### config.mk
export PLATFORM = sky130hd
export DESIGN_NAME = spec_mask_tracker
export DESIGN_NICKNAME = d
export VERILOG_FILES = /design/src/rtl/smt_pkg.sv /design/src/rtl/smt_prio_enc.sv /design/src/rtl/smt_slot_pool.sv /design/src/rtl/smt_entry_table.sv /design/src/rtl/spec_mask_tracker.sv
export SDC_FILE = /design/constraint.sdc
export NUM_CORES = 1
export LEC_CHECK = 0
export CAP_MARGIN = 20
export CORE_UTILIZATION = 65
export CTS_BUF_LIST = sky130_fd_sc_hd__clkbuf_8
export DETAILED_ROUTE_END_ITERATION = 6
export DONT_BUFFER_PORTS = 1
export HOLD_SLACK_MARGIN = 0.1
export PLACE_DENSITY = 0.81
export SLEW_MARGIN = 10
export SYNTH_ARGS = -nofsm -noshare
export SYNTH_HDL_FRONTEND = slang
export SYNTH_SLANG_ARGS = --single-unit
### constraint.sdc
create_clock -name clk -period 2.9 [get_ports clk]
set_input_delay 0 -clock clk [delete_from_list [all_inputs] [get_ports clk]]
set_output_delay 0 -clock clk [all_outputs]
set_load 0.01 [all_outputs]
### src/rtl/smt_pkg.sv
package smt_pkg;

  // Kind of branch outcome presented in one cycle
  typedef enum logic [1:0] {
    RSV_IDLE = 2'd0,
    RSV_HIT  = 2'd1,
    RSV_MISS = 2'd2
  } rsv_kind_e;

endpackage

### src/rtl/smt_prio_enc.sv
module smt_prio_enc #(
  parameter int W = 4,
  localparam int IW = (W > 1) ? $clog2(W) : 1
) (
  input  logic [W-1:0]  req,
  output logic          any,
  output logic [IW-1:0] idx
);

  // Lowest set bit wins
  always_comb begin
    any = |req;
    idx = '0;
    for (int i = W - 1; i >= 0; i--) begin
      if (req[i]) idx = IW'(i);
    end
  end

endmodule

### src/rtl/smt_slot_pool.sv
module smt_slot_pool
  import smt_pkg::*;
#(
  parameter int NUM_BR = 4,
  localparam int BW = (NUM_BR > 1) ? $clog2(NUM_BR) : 1
) (
  input  logic              clk,
  input  logic              rst,
  input  logic              alloc_req,
  input  logic              rsv_valid,
  input  logic [BW-1:0]     rsv_idx,
  input  logic              rsv_wrong,
  output logic              alloc_gnt,
  output logic [BW-1:0]     alloc_idx,
  output logic [NUM_BR-1:0] busy,
  output logic [NUM_BR-1:0] clr_bits,
  output logic [NUM_BR-1:0] miss_bit,
  output logic [NUM_BR-1:0] inherit_mask
);

  logic [NUM_BR-1:0] busy_q;
  logic [NUM_BR-1:0] dep_q [NUM_BR];   // older branches open at grant time
  logic [NUM_BR-1:0] hit_oh;
  logic [NUM_BR-1:0] younger;
  logic [NUM_BR-1:0] avail;
  logic [NUM_BR-1:0] gnt_oh;
  logic              any_free;
  rsv_kind_e         kind;

  // Decode the resolving slot; idle slots are ignored
  always_comb begin
    for (int j = 0; j < NUM_BR; j++) begin
      hit_oh[j] = rsv_valid && busy_q[j] && (rsv_idx == BW'(j));
    end
    if (hit_oh == '0)   kind = RSV_IDLE;
    else if (rsv_wrong) kind = RSV_MISS;
    else                kind = RSV_HIT;
  end

  // Younger branches were opened while the failed one was pending
  always_comb begin
    for (int j = 0; j < NUM_BR; j++) begin
      younger[j] = busy_q[j] && ((dep_q[j] & hit_oh) != '0);
    end
  end

  always_comb begin
    unique case (kind)
      RSV_HIT:  begin clr_bits = hit_oh;           miss_bit = '0;     end
      RSV_MISS: begin clr_bits = hit_oh | younger; miss_bit = hit_oh; end
      default:  begin clr_bits = '0;               miss_bit = '0;     end
    endcase
  end

  // Resolution first, then allocation from what is left
  assign avail        = ~busy_q | clr_bits;
  assign inherit_mask = busy_q & ~clr_bits;

  smt_prio_enc #(.W(NUM_BR)) u_free_pick (
    .req (avail),
    .any (any_free),
    .idx (alloc_idx)
  );

  assign alloc_gnt = alloc_req && any_free;

  always_comb begin
    gnt_oh = '0;
    for (int j = 0; j < NUM_BR; j++) begin
      gnt_oh[j] = alloc_gnt && (alloc_idx == BW'(j));
    end
  end

  always_ff @(posedge clk) begin
    if (rst) begin
      busy_q <= '0;
      for (int j = 0; j < NUM_BR; j++) dep_q[j] <= '0;
    end else begin
      busy_q <= (busy_q & ~clr_bits) | gnt_oh;
      for (int j = 0; j < NUM_BR; j++) begin
        if (gnt_oh[j]) dep_q[j] <= inherit_mask;
        else           dep_q[j] <= dep_q[j] & ~clr_bits;
      end
    end
  end

  assign busy = busy_q;

endmodule

### src/rtl/smt_entry_table.sv
module smt_entry_table #(
  parameter int NUM_BR  = 4,
  parameter int NUM_ENT = 8,
  localparam int EW = (NUM_ENT > 1) ? $clog2(NUM_ENT) : 1
) (
  input  logic               clk,
  input  logic               rst,
  input  logic               wr_en,
  input  logic [EW-1:0]      wr_idx,
  input  logic [NUM_BR-1:0]  wr_mask,
  input  logic               rel_en,
  input  logic [EW-1:0]      rel_idx,
  input  logic [NUM_BR-1:0]  clr_bits,
  input  logic [NUM_BR-1:0]  miss_bit,
  input  logic [EW-1:0]      rd_idx,
  output logic [NUM_ENT-1:0] valid,
  output logic [NUM_ENT-1:0] kill,
  output logic [NUM_BR-1:0]  rd_mask
);

  logic [NUM_BR-1:0]  mask_q [NUM_ENT];
  logic [NUM_ENT-1:0] valid_q;
  logic [NUM_ENT-1:0] kill_q;
  logic [NUM_BR-1:0]  rd_q;
  logic [NUM_ENT-1:0] hit_e;
  logic [NUM_ENT-1:0] wr_e;
  logic [NUM_ENT-1:0] rel_e;

  for (genvar e = 0; e < NUM_ENT; e++) begin : g_ent
    assign wr_e[e]  = wr_en  && (wr_idx  == EW'(e));
    assign rel_e[e] = rel_en && (rel_idx == EW'(e));
    // Aborted: live, depends on the failed branch, not being overwritten
    assign hit_e[e] = valid_q[e] && ((mask_q[e] & miss_bit) != '0) && !wr_e[e];

    always_ff @(posedge clk) begin
      if (rst) begin
        valid_q[e] <= 1'b0;
        kill_q[e]  <= 1'b0;
        mask_q[e]  <= '0;
      end else begin
        kill_q[e] <= hit_e[e];
        if (wr_e[e]) begin
          valid_q[e] <= 1'b1;
          mask_q[e]  <= wr_mask;
        end else begin
          if (hit_e[e] || rel_e[e]) valid_q[e] <= 1'b0;
          mask_q[e] <= mask_q[e] & ~clr_bits;
        end
      end
    end
  end

  always_ff @(posedge clk) begin
    if (rst) rd_q <= '0;
    else     rd_q <= mask_q[rd_idx];
  end

  assign valid   = valid_q;
  assign kill    = kill_q;
  assign rd_mask = rd_q;

endmodule

### src/rtl/spec_mask_tracker.sv
module spec_mask_tracker #(
  parameter int NUM_BR  = 4,
  parameter int NUM_ENT = 8,
  localparam int BW = (NUM_BR > 1) ? $clog2(NUM_BR) : 1,
  localparam int EW = (NUM_ENT > 1) ? $clog2(NUM_ENT) : 1
) (
  input  logic               clk,
  input  logic               rst,
  input  logic               br_req,
  output logic               br_gnt,
  output logic [BW-1:0]      br_idx,
  input  logic               disp_valid,
  input  logic [EW-1:0]      disp_slot,
  output logic [NUM_BR-1:0]  disp_mask,
  input  logic               rsv_valid,
  input  logic [BW-1:0]      rsv_idx,
  input  logic               rsv_wrong,
  input  logic               rel_valid,
  input  logic [EW-1:0]      rel_slot,
  output logic [NUM_ENT-1:0] kill_vec,
  output logic [NUM_ENT-1:0] ent_valid,
  output logic [NUM_BR-1:0]  br_busy,
  input  logic [EW-1:0]      rd_slot,
  output logic [NUM_BR-1:0]  rd_mask
);

  logic [NUM_BR-1:0] clr_bits;
  logic [NUM_BR-1:0] miss_bit;

  smt_slot_pool #(.NUM_BR(NUM_BR)) u_pool (
    .clk          (clk),
    .rst          (rst),
    .alloc_req    (br_req),
    .rsv_valid    (rsv_valid),
    .rsv_idx      (rsv_idx),
    .rsv_wrong    (rsv_wrong),
    .alloc_gnt    (br_gnt),
    .alloc_idx    (br_idx),
    .busy         (br_busy),
    .clr_bits     (clr_bits),
    .miss_bit     (miss_bit),
    .inherit_mask (disp_mask)
  );

  smt_entry_table #(.NUM_BR(NUM_BR), .NUM_ENT(NUM_ENT)) u_table (
    .clk      (clk),
    .rst      (rst),
    .wr_en    (disp_valid),
    .wr_idx   (disp_slot),
    .wr_mask  (disp_mask),
    .rel_en   (rel_valid),
    .rel_idx  (rel_slot),
    .clr_bits (clr_bits),
    .miss_bit (miss_bit),
    .rd_idx   (rd_slot),
    .valid    (ent_valid),
    .kill     (kill_vec),
    .rd_mask  (rd_mask)
  );

endmodule

==> results.ini <==
[placement]
dp_hpwl_um=7574
routabilityCongestion=0.9610
dp_slack_ps=494.4
io_buffers=0

[worst_setup_path]
slowest_stage=and2_1
critPathKind=flip-flop to flip-flop
crit_path_frequent_cell=dlygate4sd3_1
worstPathCellList=and4b_1 > and2_1 > a221o_1 > dlygate4sd3_1 > a21oi_1 > dlygate4sd3_1
cp_max_fo=16
crit_family=buffers and inverters
path_buf_inv=2
setup.worst_path.start_class=flip-flop
cp-end-kind=flip-flop
cpPeakStageDelay_ps=570
cp.required_ps=3150
critPathArrivalTime_ps=3060

[timing]
finalSetupTns_ps=0
finalClockSkew_ps=10.01
layout_setup_ws_ps=87.24
maxSlewViolCount=0
finalHoldViolCount=0
period_needed_ps=2813
period_share_pct=96.99
fmax_mhz=355.5
rsz0062_at_grt=no
setup_viol_count_final=0
worst_pin_slew_ps=611.6
relSlewSlack_pct=59.23

[logic_synthesis]
synth_cells=394
synthesis.area_um2=3956
syn_avg_cell_area_um2=10.04
synth_top_cell_area_share_pct=33.40
yosysWarnings=0
synth_ff_type=edfxtp_1
synth_top_cells_by_area=edfxtp_1, dfxtp_1, mux2i_1, mux4_2, a22oi_1
synth_edf_count=44
yosysSeqAreaShare_pct=45.54
synthMostInstantiatedCell=edfxtp_1
ys_seq_elements=68
ys_types=61
synth.largest_area_cell=edfxtp_1
ys_top_cells_by_count=edfxtp_1, nor2_1, nand2_1
async_flop_share_pct=0

[route]
routedWlPerCell_um=21.27
wl_met3_um=1089
drt-vias-per-instance=6.601
drt_iter0_drc=434
wl_met2_um=5355
dr.pass1.iters=5
drc=0
via_count=3538
drtAntennaViolNets=0
drt_wl_total_um=11400
wl_met1_um=4627
top_layer=met4

[hold_path]
hp-class=input pin to output port

[clock_network]
h-tree-depth=3
cts.sinks=68
clkTransAtPathRegs_ps=80
clk_latency_ps=360
postCtsSetupRepairBufs=0
cts_buffer_depth=2
tritoncts=done
cts_made_buffers=9
root_buffer=clkbuf_8

[global_route]
track_usage_pct=37.70
antenna_found_initial=0
grt_pass1_wl_um=17540
grt-ovfl-total=0
grt_max_degree=52
grt_pass1_vias=3363

[pwr]
power_density_nw_per_um2=507.2
p_leak_nw=1.800
vdd_drop_max_v=0.0004377

[floorplanning]
pin_count=49
start_util_pct=67.22
design.core.area_um2=5886
fp-row-count=28
dieHeight_um=80.02
die_x_um=80.02
dieArea_um2=6402

[run]
drv_cap=0

[finish]
fin_nets=474
layout-drive-gt1-share_pct=11.93
num_antenna_cells=0
area_growth_pct=17.43

[status]
status=finished clean

[cell families (layout without fill, tap and decap cells)]
family                 count (synthesis)  count (layout)  synth area share (%)
AND/OR/NAND/NOR                      154             154                 20.81
multiplexers                          29              29                 9.899
flip-flops                            68              68                 45.54
AO/OA/AOI/OAI                         97              97                 18.37
other                                  1              44               0.09479
buffers and inverters                 45              69                 5.281
[metal layers]
metal	track usage (%)	up-vias
met3	8.229	35
met5	0	-
met4	17.50	0
met1	51.44	1691
met2	57.09	232
li1	-	1580
[final timing paths]
kind,startpoint,endpoint,slack (ps),cells past startpoint
setup reg to reg,u_pool.busy[1],u_table.valid[1],90,6
setup / recovery,u_pool.busy[1],u_table.valid[1],90,6
hold reg to reg,u_table.valid[6],u_table.kill[6],540,2
hold / removal,br_req,br_gnt,120,2
[registers in the layout (all words and copies together), names as in the netlist]
name and cells:
u_table.rd_mask 4, u_table.valid 8, u_pool.busy 4, u_table.mask_q 32
u_table.kill 8, u_pool.dep_q 12
[cell type report]
class | instances | area, um^2
fillers | 383 | 1240
repair buffers | 40 | 372.9
clock buffers | 9 | 123.9
clock inverters | 7 | 91.34
flip-flops and latches | 68 | 1802
multi-input cells | 324 | 2111
well taps | 75 | 93.84
inverters | 13 | 51.30
[stage by stage]
step	hold slack (ps)	instances	instance area (um^2)	total power [mW]	util, %
after floorplan	243.6	437	4118	1.396	-
after global placement	76.36	495	4167	1.431	70.79
after detailed placement	78.71	495	4167	1.443	70.79
after CTS	100.4	536	4642	2.340	78.87
after global routing	118.6	536	4646	2.420	78.93
final	119.0	536	4646	2.356	78.93
[power by group]
part / switching (mW) / internal [mW] / total, mW
clock network: 0.385 / 0.483 / 0.867
logic: 0.197 / 0.142 / 0.338
registers: 0.0571 / 1.09 / 1.15
[layout by cell type (no fill, tap or decap), types with 2 or more instances in the layout]
master and instances:
a21oi_1 27, a221o_1 8, a22oi_1 20, a2bb2oi_1 5, a41oi_1 2, and2_1 3, and4b_1 3, buf_4 15
bufinv_16 2, clkbuf_8 9, clkinv_2 2, conb_1 44, dfxtp_1 24, dlygate4sd3_1 24, edfxtp_1 44, inv_1 12
mux2i_1 20, mux4_2 8, nand2_1 38, nand2b_1 8, nand3_1 17, nand3b_1 4, nand4_1 8, nor2_1 40
nor2b_1 8, nor3_1 5, nor4b_1 9, o211a_1 2, o211ai_1 3, o21ai_0 7, o22ai_1 6, o31ai_1 2
or3b_2 2
[repair_timing]
action                                  4_1_cts  5_1_grt
hold endpoints to repair                     54        0
resized for setup                             0        1
hold buffers                                 25        0
endpoints found under the setup margin        0        1
Note: power is estimated with default switching activity, not from simulation.
